## src/rtl/brg_pkg.sv

```systemverilog
package brg_pkg;

  typedef enum logic {
    ST_IDLE = 1'b0,
    ST_BUSY = 1'b1
  } brg_state_e;

  typedef struct packed {
    logic fin;
    logic by_tc;
  } brg_end_t;

  // Decide whether the active burst finishes on this edge, and why.
  function automatic brg_end_t brg_end_eval(input logic busy, input logic tc_in,
                                            input logic beat, input logic at_last);
    brg_end_t r;
    r.by_tc = busy & tc_in;
    r.fin   = busy & (tc_in | (beat & at_last));
    return r;
  endfunction

endpackage

```

## src/rtl/brg_addr_match.sv

```systemverilog
module brg_addr_match #(
  parameter int ADDR_W = 8,
  parameter logic [ADDR_W-1:0] CTRL_ADDR = '0
) (
  input  logic              io_wr,
  input  logic [ADDR_W-1:0] io_addr,
  output logic              hit
);

  function automatic logic f_match(input logic [ADDR_W-1:0] a);
    return a == CTRL_ADDR;
  endfunction

  assign hit = io_wr & f_match(io_addr);

endmodule

```

## src/rtl/brg_byte_edge.sv

```systemverilog
module brg_byte_edge (
  input  logic clk,
  input  logic rst,
  input  logic stb,
  input  logic dack,
  output logic byte_evt
);

  logic stb_prev;

  always_ff @(posedge clk) begin
    if (rst) stb_prev <= 1'b0;
    else     stb_prev <= stb;
  end

  assign byte_evt = stb & ~stb_prev & dack;

  // a rising edge can never repeat on the very next cycle
  p_single_edge_r3: assert property (@(posedge clk) disable iff (rst)
    byte_evt |=> !byte_evt);

endmodule

```

## src/rtl/brg_beat_cnt.sv

```systemverilog
module brg_beat_cnt #(
  parameter int BURST_LEN = 16,
  localparam int CNT_W = $clog2(BURST_LEN + 1)
) (
  input  logic             clk,
  input  logic             rst,
  input  logic             clear,
  input  logic             inc,
  output logic [CNT_W-1:0] cnt,
  output logic             at_last
);

  function automatic logic [CNT_W-1:0] f_step(input logic [CNT_W-1:0] c);
    return c + 1'b1;
  endfunction

  function automatic logic f_last(input logic [CNT_W-1:0] c);
    return c == CNT_W'(BURST_LEN - 1);
  endfunction

  always_ff @(posedge clk) begin
    if (rst || clear) cnt <= '0;
    else if (inc)     cnt <= f_step(cnt);
  end

  assign at_last = f_last(cnt);

  p_cnt_bound_r4: assert property (@(posedge clk) disable iff (rst)
    cnt <= CNT_W'(BURST_LEN));

  p_clear_zero_r7: assert property (@(posedge clk) disable iff (rst)
    clear |=> (cnt == '0));

endmodule

```

## src/rtl/brg_ctrl.sv

```systemverilog
module brg_ctrl
  import brg_pkg::*;
(
  input  logic clk,
  input  logic rst,
  input  logic hit,
  input  logic tc,
  input  logic byte_evt,
  input  logic at_last,
  output logic start,
  output logic beat,
  output logic drq,
  output logic burst_done,
  output logic ended_on_tc
);

  brg_state_e state;
  logic       busy;
  brg_end_t   fin_info;

  assign busy     = (state == ST_BUSY);
  assign start    = ~busy & hit;
  assign beat     = busy & byte_evt;
  assign fin_info = brg_end_eval(busy, tc, beat, at_last);

  always_ff @(posedge clk) begin
    if (rst) begin
      state       <= ST_IDLE;
      burst_done  <= 1'b0;
      ended_on_tc <= 1'b0;
    end else begin
      burst_done <= fin_info.fin;
      if (fin_info.fin) begin
        state       <= ST_IDLE;
        ended_on_tc <= fin_info.by_tc;
      end else if (start) begin
        state <= ST_BUSY;
      end
    end
  end

  assign drq = busy;

  p_start_raises_drq_r1: assert property (@(posedge clk) disable iff (rst)
    (!drq && hit) |=> drq);

  p_tc_drops_r5: assert property (@(posedge clk) disable iff (rst)
    (drq && tc) |=> (!drq && ended_on_tc));

  p_quiet_holds_r6: assert property (@(posedge clk) disable iff (rst)
    (drq && !byte_evt && !tc) |=> drq);

  p_done_single_r8: assert property (@(posedge clk) disable iff (rst)
    burst_done |=> !burst_done);

  p_done_on_fall_r8: assert property (@(posedge clk) disable iff (rst)
    $fell(drq) |-> burst_done);

  p_reset_idle_r9: assert property (@(posedge clk)
    rst |=> (!drq && !burst_done && !ended_on_tc));

endmodule

```

## src/rtl/burst_req_gen.sv

```systemverilog
module burst_req_gen #(
  parameter int ADDR_W = 8,
  parameter int BURST_LEN = 16,
  parameter logic [ADDR_W-1:0] CTRL_ADDR = 8'h3A
) (
  input  logic              clk,
  input  logic              rst,
  input  logic              io_wr,
  input  logic [ADDR_W-1:0] io_addr,
  input  logic              dack,
  input  logic              tc,
  input  logic              xfer_stb,
  output logic              drq,
  output logic              burst_done,
  output logic              ended_on_tc
);

  localparam int CNT_W = $clog2(BURST_LEN + 1);

  // named internal events, visible to assertions
  logic             hit;
  logic             byte_evt;
  logic             start;
  logic             beat;
  logic             at_last;
  logic [CNT_W-1:0] beat_cnt;

  brg_addr_match #(.ADDR_W(ADDR_W), .CTRL_ADDR(CTRL_ADDR)) u_match (
    .io_wr  (io_wr),
    .io_addr(io_addr),
    .hit    (hit)
  );

  brg_byte_edge u_edge (
    .clk     (clk),
    .rst     (rst),
    .stb     (xfer_stb),
    .dack    (dack),
    .byte_evt(byte_evt)
  );

  brg_beat_cnt #(.BURST_LEN(BURST_LEN)) u_cnt (
    .clk    (clk),
    .rst    (rst),
    .clear  (start),
    .inc    (beat),
    .cnt    (beat_cnt),
    .at_last(at_last)
  );

  brg_ctrl u_ctrl (
    .clk        (clk),
    .rst        (rst),
    .hit        (hit),
    .tc         (tc),
    .byte_evt   (byte_evt),
    .at_last    (at_last),
    .start      (start),
    .beat       (beat),
    .drq        (drq),
    .burst_done (burst_done),
    .ended_on_tc(ended_on_tc)
  );

  // a hit during a burst must not clear the count
  p_no_restart_r7: assert property (@(posedge clk) disable iff (rst)
    (drq && hit && !burst_done) |=> (beat_cnt >= $past(beat_cnt)));

endmodule

```

## config.mk

```make
export PLATFORM = sky130hd
export DESIGN_NAME = burst_req_gen
export DESIGN_NICKNAME = d
export VERILOG_FILES = /design/src/rtl/brg_pkg.sv /design/src/rtl/brg_addr_match.sv /design/src/rtl/brg_byte_edge.sv /design/src/rtl/brg_beat_cnt.sv /design/src/rtl/brg_ctrl.sv /design/src/rtl/burst_req_gen.sv
export SDC_FILE = /design/constraint.sdc
export NUM_CORES = 1
export LEC_CHECK = 0
export BUFFER_PORTS_ARGS = -buffer_cell sky130_fd_sc_hd__buf_4
export CAP_MARGIN = 20
export CORE_AREA = 3 3 40 42
export CTS_CLUSTER_SIZE = 24
export DETAILED_ROUTE_END_ITERATION = 7
export DIE_AREA = 0 0 43 45
export PLACE_DENSITY = 0.67
export SETUP_SLACK_MARGIN = 0.02
export SLEW_MARGIN = 5
export SYNTH_ARGS = -nofsm -noshare
export SYNTH_HDL_FRONTEND = slang
export SYNTH_SLANG_ARGS = --single-unit
```

## constraint.sdc

```tcl
create_clock -name clk -period 1.5 [get_ports clk]
set_input_delay 0 -clock clk [delete_from_list [all_inputs] [get_ports clk]]
set_output_delay 0 -clock clk [all_outputs]
set_load 0.01 [all_outputs]
```

==> impl_results.md <==
- Crit path arrival time: 1640 ps
- Pwr dens: 744 mW/mm²
- CP startpoint kind: flop
- RSZ-0062 raised after global routing: no
- CP max FO: 2
- Die area: 0.00194 mm²
- Total negative slack: 0 ps
- Boundary Pins: 17
- Synth Area per Inst: 9.92 µm²
- Final HPWL DP: 691 µm
- ANT cells: 0
- Initial Util: 32.4%
- VDD IR-drop max: 0.409 mV
- Final hold vios: 0
- DIE HEIGHT: 45 µm
- Routed Antenna Nets: 0
- Fraction of layout cells with a size suffix above 1: 45.5%
- Critical path endpoint category: flop
- RR Startpoint: u_cnt.cnt[0]
- Max Cap Viol: 0
- Setup WS pre-CTS: 10.9 ps
- Busiest layer in global routing: met2
- Max_slew headroom: 73.6%
- Vias in the first global route: 391
- Static leakage: 0.000279 µW
- Synth cell types: 23
- Final setup fails: 0
- Max clock buf depth: 2
- CTS tree: yes
- Reg-to-reg slack, setup: 60 ps
- GR Layer Usage met1: 10.0%
- Die Span X: 43 µm
- GPL Wtd Cong: 0.685
- Vias: 410
- Max Slew Vio Count: 0
- CTS clock-pin slew for the worst setup and hold paths: 60 ps
- Hold Crit Class: input port to flop
- TritonRoute pass-1 iters: 3
- Core area: 0.00128 mm²
- Nets@finish: 83
- Gr usage total: 10.9%
- CP required: 1690 ps
- Ys Warns: 0
- Fraction of the yosys area taken by sequential cells: 43.2%
- DRC Markers: 0
- Crit path kind: flop to flop
- DR iter-0 viols: 2
- Area growth, synth to finish: 52.9%
- Net Count, Synth: 58
- CTS H-tree depth: 1
- #FFs+latches synth: 9
- Wirelength, routed: 916 µm
- Mapped cell area: 417 µm²
- Total gr overflow: 0
- Met3 usage: 6.37%
- Row Count: 13
- I/O Buffers: 16
- Wire length per cell: 11.3 µm
- Initial antenna violation count: 0
- Clk sink count: 9
- Cells after Synth: 42
- Fin crit share: 96.3%
- Pin count of the biggest net entering global routing: 10
- FMAX: 0.692 GHz
- Final Critical Period: 1440 ps
- Clock latency at the later pin of the worst-skew pair: 260 ps
- CTS Buf Count: 3
- Vias per Instance: 5.06
- Slew @ Worst Pin: 391 ps
- Grt met2 use: 18.3%
- Run status: complete, no violations
- First-pass GRT wire length: 1500 µm
- Worst Clk Skew: 3.88 ps
- Root buffer selected by CTS: clkbuf_4
- Worst Setup SP: u_cnt.cnt[0]
- Hold Path Origin: io_addr[3]
- Post-route worst setup slack: 55.3 ps
==> worst max-delay path: stages (launching register included) <==
cell and delay [ps]:
dfxtp_2 320, ha_2 180, and3_4 170, ha_2 160
and4b_1 180, o21a_1 200, nor3_2 160
==> cell type report <==
class / instances / area, µm²
Timing Repair Buffer: 20 / 158
Fill cell: 126 / 648
Inverter: 3 / 11.3
Sequential cell: 9 / 183
Multi-Input combinational cell: 30 / 240
Clock buffer: 4 / 26.3
Tap cell: 15 / 18.8
==> where the power goes <==
part / switching (µW) / total (µW) / internal (µW)
sequential: 0.721 / 241 / 241
combinational: 14.2 / 46.3 / 32.1
clock: 83.9 / 186 / 102
total: 98.9 / 474 / 375
==> cells in the final DEF (no fill, tap or decap), drive strengths merged, types with 2 or more instances in the layout <==
master	instances
clkbuf	4
a21oi	4
dfxtp	9
buf	17
or3	2
nor2	2
dlygate4sd3	3
o21ai	3
nor2b	2
nand2	2
inv	3
ha	2
==> cells in the mapped netlist (all sizes together) <==
cell type  number  area share [%]
nand4b          1             5.7
nor4b           1             2.1
nor2            2             1.8
nor3            1             1.2
a41o            1             2.7
nor4bb          1             2.4
nor2b           2             3.0
nand2           2             1.8
dfxtp           9              43
o21ai           3             3.6
or3             2             3.0
xor2            1             2.1
and4b           1             2.4
or2             1             1.5
and3            1             1.5
a41oi           1             2.1
a21oi           4             5.7
inv             3             2.7
nand3           1             1.2
o21a            1             1.8
ha              2             6.0
mux2i           1             2.4
==> sequential cells by signal (all words and copies together), names as in the netlist <==
register,count
u_cnt.cnt,5
u_ctrl.burst_done,1
u_ctrl.drq,1
u_ctrl.ended_on_tc,1
u_edge.stb_prev,1
==> repair_timing <==
item,CTS,global route
resized for setup,2,4
setup buffers,0,1
pin swaps,0,2
setup endpoints to repair,2,3
hold buffers,3,0
endpoints found under the hold margin,4,0
==> kinds of logic (layout without fill, tap and decap cells) <==
family | count (synthesis) | count (layout) | share of synthesized area [%]
AOI/OAI and AO/OA | 10 | 10 | 15.9
muxes | 1 | 1 | 2.40
DFF | 9 | 9 | 43.2
adders and majority gates | 2 | 2 | 6.01
and+or+nand+nor | 16 | 16 | 27.6
buffers and inverters | 3 | 27 | 2.70
xor gates and xnor gates | 1 | 1 | 2.10
==> final timing paths <==
check | endpoint | cells after the start
min | u_ctrl.drq | 3
min reg2reg | u_cnt.cnt[4] | 2
max reg2reg | u_ctrl.drq | 6
max | u_ctrl.drq | 6
==> routing by layer <==
layer  vias to the layer above  part of all wire, %
li1                        204                    -
met1                       187                   38
met2                        15                   50
met5                         -                    0
met4                         0                  2.3
met3                         4                  9.1
==> through the flow <==
| stage | cell area, µm² | util [%] | hold slack [ps] | power, µW | cells |
|---|---|---|---|---|---|
| global placement | 556 | 43.2 | 205 | 286 | 73 |
| global route | 637 | 49.6 | 115 | 502 | 81 |
| floorplan | 417 | - | 69.1 | 255 | 42 |
| CTS | 616 | 47.9 | 99.1 | 483 | 80 |
| finish | 637 | 49.6 | 114 | 474 | 81 |
| detailed placement | 556 | 43.2 | 208 | 287 | 73 |
(Power assumes the default switching activity.)
